<file path="config.mk">
export PLATFORM = sky130hd
export DESIGN_NAME = sd_xfer_mode_ctrl
export DESIGN_NICKNAME = d
export VERILOG_FILES = /design/src/rtl/sd_xfer_pkg.sv /design/src/rtl/sd_xfer_mode_reg.sv /design/src/rtl/sd_xfer_blk_tracker.sv /design/src/rtl/sd_xfer_mode_ctrl.sv
export SDC_FILE = /design/constraint.sdc
export NUM_CORES = 1
export LEC_CHECK = 0
export BUFFER_PORTS_ARGS = -buffer_cell sky130_fd_sc_hd__buf_4
export CELL_PAD_IN_SITES_DETAIL_PLACEMENT = 1
export CELL_PAD_IN_SITES_GLOBAL_PLACEMENT = 2
export CORE_MARGIN = 2
export CORE_UTILIZATION = 30
export CTS_BUF_LIST = sky130_fd_sc_hd__clkbuf_16
export DETAILED_ROUTE_END_ITERATION = 16
export PLACE_DENSITY_LB_ADDON = 0.1
export SETUP_SLACK_MARGIN = 0.4
export SYNTH_ARGS = -nofsm -noshare
export SYNTH_HDL_FRONTEND = slang
export SYNTH_SLANG_ARGS = --single-unit
export TNS_END_PERCENT = 30
</file>
<file path="constraint.sdc">
create_clock -name clk_i -period 2.75 [get_ports clk_i]
set_clock_uncertainty 0.1 [all_clocks]
set_input_delay 0.55 -clock clk_i [delete_from_list [all_inputs] [get_ports clk_i]]
set_output_delay 0.55 -clock clk_i [all_outputs]
set_load 0.01 [all_outputs]
</file>
<file path="src/rtl/sd_xfer_pkg.sv">
package sd_xfer_pkg;
  localparam int unsigned REG_W = 16;

  localparam int unsigned CCS_LSB  = 8;
  localparam int unsigned MULTI_B  = 5;
  localparam int unsigned DIR_B    = 4;
  localparam int unsigned ASTOP_B  = 2;

  localparam logic [REG_W-1:0] RW_MASK =
      (16'h3 << CCS_LSB) | (16'h1 << MULTI_B) | (16'h1 << DIR_B) | (16'h1 << ASTOP_B);

  typedef enum logic [1:0] {
    CCS_NONE  = 2'b00,
    CCS_DATA  = 2'b01,
    CCS_NODAT = 2'b10,
    CCS_ABORT = 2'b11
  } ccs_mode_e;

  typedef struct packed {
    ccs_mode_e ccs;
    logic      multi;
    logic      dir_read;
    logic      auto_stop;
  } xfer_fields_t;
endpackage

</file>
<file path="src/rtl/sd_xfer_mode_reg.sv">
module sd_xfer_mode_reg
  import sd_xfer_pkg::*;
(
  input  logic             clk_i,
  input  logic             rst_ni,
  input  logic             wr_en_i,
  input  logic [REG_W-1:0] wr_data_i,
  input  logic             dat_inhibit_i,
  output logic [REG_W-1:0] mode_o,
  output xfer_fields_t     fields_o
);
  logic [REG_W-1:0] mode_q;
  logic             wr_ok;

  assign wr_ok = wr_en_i & ~dat_inhibit_i;

  always_ff @(posedge clk_i or negedge rst_ni) begin
    if (!rst_ni)    mode_q <= '0;
    else if (wr_ok) mode_q <= wr_data_i & RW_MASK;
  end

  assign mode_o             = mode_q;
  assign fields_o.ccs       = ccs_mode_e'(mode_q[CCS_LSB +: 2]);
  assign fields_o.multi     = mode_q[MULTI_B];
  assign fields_o.dir_read  = mode_q[DIR_B];
  assign fields_o.auto_stop = mode_q[ASTOP_B];
endmodule

</file>
<file path="src/rtl/sd_xfer_blk_tracker.sv">
module sd_xfer_blk_tracker #(
  parameter int unsigned CNT_W = 16
) (
  input  logic             clk_i,
  input  logic             rst_ni,
  input  logic             start_i,
  input  logic [CNT_W-1:0] blk_cnt_i,
  input  logic             blk_done_i,
  input  logic             multi_i,
  input  logic             auto_stop_i,
  output logic             stop_req_o,
  output logic             done_o
);
  localparam logic [CNT_W-1:0] ONE = CNT_W'(1);

  logic [CNT_W-1:0] rem_q;
  logic             active_q, armed_q, done_q, stop_q;
  logic             zero_cnt, last_blk;

  assign zero_cnt = multi_i && (blk_cnt_i == '0);
  // last block: counter about to reach zero
  assign last_blk = active_q && blk_done_i && (rem_q == ONE);

  always_ff @(posedge clk_i or negedge rst_ni) begin
    if (!rst_ni) begin
      rem_q    <= '0;
      active_q <= 1'b0;
      armed_q  <= 1'b0;
      done_q   <= 1'b0;
      stop_q   <= 1'b0;
    end else begin
      stop_q <= 1'b0;
      if (start_i) begin
        armed_q  <= multi_i & auto_stop_i;
        rem_q    <= multi_i ? blk_cnt_i : ONE;
        active_q <= ~zero_cnt;
        done_q   <= zero_cnt;
      end else if (active_q && blk_done_i) begin
        rem_q <= rem_q - ONE;
        if (last_blk) begin
          active_q <= 1'b0;
          done_q   <= 1'b1;
          stop_q   <= armed_q;
        end
      end
    end
  end

  assign stop_req_o = stop_q;
  assign done_o     = done_q;
endmodule

</file>
<file path="src/rtl/sd_xfer_mode_ctrl.sv">
module sd_xfer_mode_ctrl
  import sd_xfer_pkg::*;
#(
  parameter int unsigned CNT_W = 16
) (
  input  logic             clk_i,
  input  logic             rst_ni,
  input  logic             wr_en_i,
  input  logic [15:0]      wr_data_i,
  input  logic             dat_inhibit_i,
  input  logic             xfer_start_i,
  input  logic [CNT_W-1:0] blk_cnt_i,
  input  logic             blk_done_i,
  output logic [15:0]      mode_o,
  output logic [1:0]       ccs_mode_o,
  output logic             multi_blk_o,
  output logic             dir_read_o,
  output logic             auto_stop_en_o,
  output logic             stop_req_o,
  output logic             xfer_done_o
);
  xfer_fields_t fields;

  sd_xfer_mode_reg u_reg (
    .clk_i         (clk_i),
    .rst_ni        (rst_ni),
    .wr_en_i       (wr_en_i),
    .wr_data_i     (wr_data_i),
    .dat_inhibit_i (dat_inhibit_i),
    .mode_o        (mode_o),
    .fields_o      (fields)
  );

  sd_xfer_blk_tracker #(.CNT_W(CNT_W)) u_trk (
    .clk_i       (clk_i),
    .rst_ni      (rst_ni),
    .start_i     (xfer_start_i),
    .blk_cnt_i   (blk_cnt_i),
    .blk_done_i  (blk_done_i),
    .multi_i     (fields.multi),
    .auto_stop_i (fields.auto_stop),
    .stop_req_o  (stop_req_o),
    .done_o      (xfer_done_o)
  );

  assign ccs_mode_o     = fields.ccs;
  assign multi_blk_o    = fields.multi;
  assign dir_read_o     = fields.dir_read;
  assign auto_stop_en_o = fields.auto_stop;
endmodule

</file>
==> metrics.md <==
| Metric | Value |
|---|---|
| Static leakage | `0.829 nW` |
| Worst endpoint required time | `2.77 ns` |
| Syn Inst Count | `165` |
| R2r startpoint | `u_trk.rem_q[6]` |
| Worst hold margin | `0.0884 ns` |
| Sequential Area | `626 um2` |
| WL per Instance | `15.4 um` |
| P_int | `0.766 mW` |
| CP endpoint kind | `flop` |
| Final instance area | `1890 um2` |
| Pre-Repair DR Iteration Count | `4` |
| Root cell of the clock tree | `clkbuf_16` |
| Async SR Flop Fraction | `100%` |
| Grt total ovfl | `0` |
| Layout cells sized above 1 | `24.0%` |
| Initial antenna violation count | `0` |
| Slew HR | `62.3%` |
| FF-to-FF setup slack | `0.79 ns` |
| Final Wtd Congestion | `0.720` |
| Cell taking the most area after synthesis | `dfrtp_1` |
| Initial core utilization | `31.8%` |
| Core ar. | `4820 um2` |
| Yosys cell types | `40` |
| Fill cell instance count of the final layout | `600` |
| CTS tree | `done` |
| Final period util | `71.2%` |
| Worst-Skew Late Latency | `0.27 ns` |
| Worst slack at placement | `0.705 ns` |
| Critical-path cell list | `nor4_4, nand3_2, nor4_2, o21ai_1` |
| FF-to-FF End | `u_trk.active_q` |
| PortBufs | `38` |
| Synthesized cell area | `1530 um2` |
| Final hold vios | `0` |
| Total Die Area | `5690 um2` |
| Hold buffer count at cts | `0` |
| Tmin final | `1.96 ns` |
| Max cap viols | `0` |
| Arrival time at the worst endpoint | `1.97 ns` |
| ANT nets after route | `0` |
| Die width | `75.4 um` |
| Diode count | `0` |
| Clock sink total | `25` |
| Post-CTS Repair Setup Buffers | `0` |
| Area share of the largest cell type after synthesis | `40.9%` |
| IO Count | `61` |
| Post-CTS Resized | `0` |
| Worst Path Buf+Inv | `0` |
| Gate power share | `27.6%` |
| Multi-input gate area | `785 um2` |
| Crit path max fanout | `7` |
| Status | `finished clean` |
| Max IR drop VDD | `293 uV` |
| First-pass GRT wire length | `6720 um` |
| Power Dens Cells | `605 nW/um2` |
| Register share of total power | `42.6%` |
| Register area share after synthesis | `40.9%` |
| Number of remaining DRC errors | `0` |
| #FFs+latches synth | `25` |
| Warnings, synthesis | `0` |
| Max Freq | `0.511 GHz` |
| Clock group share of total power | `29.8%` |
| Final net count | `237` |
| Reg clk slew, reported paths | `0.07 ns` |
| Vias per cell | `4.92` |
| PnR worst setup slack | `0.792 ns` |
| Cell with the most instances after synthesis | `dfrtp_1` |
| RSZ-0062 raised after global routing | `false` |
| Clock Tree Buf Depth | `2` |
| Top cells by area, synth | `dfrtp_1 41%, buf_4 7.8%, nand2_1 5.4%` |
| Placed wire-length estimate | `3140 um` |
| Slew @ Worst Pin | `0.561 ns` |
| All-Layer GR Usage | `15.5%` |
| Setup CP Type | `flop to flop` |
| Worst path top cell family by delay | `simple AND/OR/NAND/NOR gates` |
| Pin count of the biggest net entering global routing | `30` |
| Slowest stage delay, CP | `0.54 ns` |
| Setup Viol. Count Final | `0` |
| Switching Share | `32.9%` |
| CP max-delay cell | `nor4_4` |
| Vias post-DR | `1,293` |
| Initial drt markers | `67` |
| Cell Rows | `25` |
| Vias in the first global route | `1,334` |
| Final TNS setup | `0 ns` |
| Crit start category | `flop` |
| Htree depth | `1` |
| Avg Inst Size Synth | `9.27 um2` |
| Reg2reg path depth | `4` |
| Fin. max-slew vios | `0` |
| Hold Path Class | `input pin to asynchronous set/reset pin` |
| Top cells by count, synth | `25 x dfrtp_1, 22 x nand2_1, 16 x buf_4, 11 x o21ai_1, 7 x xor2_1` |
| Sw Pwr | `0.375 mW` |
| Final wirelength | `4060 um` |
| Area growth, synth to finish | `23.2%` |
| Primary FF master, synth | `dfrtp_1` |
| Area after DPL | `1800 um2` |
| Num CTS Buffers | `3` |
| Die height | `75.4 um` |
| EDFF count, synth | `0` |
[layout by cell type (no fill, tap or decap), types with 2 or more instances in the layout]
cell type,netlist,routed
buf_4,16,39
dfrtp_1,25,25
nand2_1,22,22
o21ai_1,11,11
conb_1,1,11
xor2_1,7,7
nor2_1,6,6
nand3_1,6,6
nor4_1,5,5
inv_1,4,4
nor2b_1,4,4
mux2_1,4,4
o31a_1,4,4
o21ai_0,4,4
nor3_1,3,3
mux2i_1,3,3
nand4_1,3,3
a21oi_1,3,3
clkbuf_16,0,3
nand3_2,2,2
nand3b_1,2,2
or3_1,2,2
nand4b_1,2,2
xnor2_1,2,2
nand2b_1,2,2
ha_1,2,2
[power by group through the flow]
stage          sequential [mW]  combinational, mW  clock, mW
4_1_cts                  0.486              0.319      0.353
2_1_floorplan            0.481              0.213          0
6_report                 0.486              0.315      0.340
3_3_place_gp             0.489              0.307          0
3_5_place_dp             0.493              0.318          0
5_1_grt                  0.496              0.351      0.370
[state kept, by name, summed over array words and instances (netlist names)]
name,cells
u_reg.mode_o,5
u_trk.active_q,1
u_trk.armed_q,1
u_trk.done_o,1
u_trk.rem_q,16
u_trk.stop_req_o,1
[per-stage QoR]
step	utilization, %	cells	power, mW
2_1_floorplan	-	175	0.693
3_3_place_gp	37.4	259	0.796
3_5_place_dp	37.4	259	0.810
4_1_cts	39.1	263	1.16
5_1_grt	39.1	263	1.22
6_report	39.1	263	1.14
[kinds of logic after synthesis]
kind of cell / after synthesis / share of synthesized area [%]
and+or+nand+nor: 66 / 24.9
buffers and inverters: 26 / 10.3
xor gates and xnor gates: 9 / 5.15
muxes: 7 / 4.91
other: 1 / 0.245
DFF: 25 / 40.9
adders and majority gates: 2 / 1.64
AOI/OAI and AO/OA: 29 / 12.0
[area by class of cell]
type / instances / share of cell area [%]
Clock inverter: 1 / 0.464
Clock buffer: 3 / 3.98
Sequential cell: 25 / 33.2
Multi-Input combinational cell: 124 / 41.6
Tap cell: 67 / 4.45
Timing Repair Buffer: 39 / 15.5
Inverter: 4 / 0.796
[worst register-to-register path, stage by stage (launching register included)]
cell and delay [ns]:
dfrtp_1 0.42, nor4_4 0.54, nand3_2 0.26, nor4_2 0.35, o21ai_1 0.13
[worst max path at each step]
stage / from / end / slack, ns / depth (start not counted)
3_5_place_dp: blk_cnt_i[6] / u_trk.active_q / 0.71 / 5
5_1_grt: u_trk.rem_q[6] / u_trk.active_q / 0.69 / 4
4_1_cts: u_trk.rem_q[6] / u_trk.active_q / 0.78 / 4
6_report: u_trk.rem_q[6] / u_trk.active_q / 0.79 / 4
2_1_floorplan: u_trk.rem_q[0] / u_trk.rem_q[14] / 0.98 / 7
3_3_place_gp: blk_cnt_i[6] / u_trk.done_o / 0.71 / 5
[layer usage]
layer | wire, um | track usage (%) | vias to the layer above | share of wire [%]
li1 | - | - | 616 | -
met1 | 1780 | 20.5 | 646 | 44
met2 | 2120 | 27.1 | 27 | 52
met3 | 141 | 2.78 | 4 | 3.5
met4 | 23 | 2.34 | 0 | 0.57
met5 | 0 | 0 | - | 0
Power figures use the tool's default switching activity.
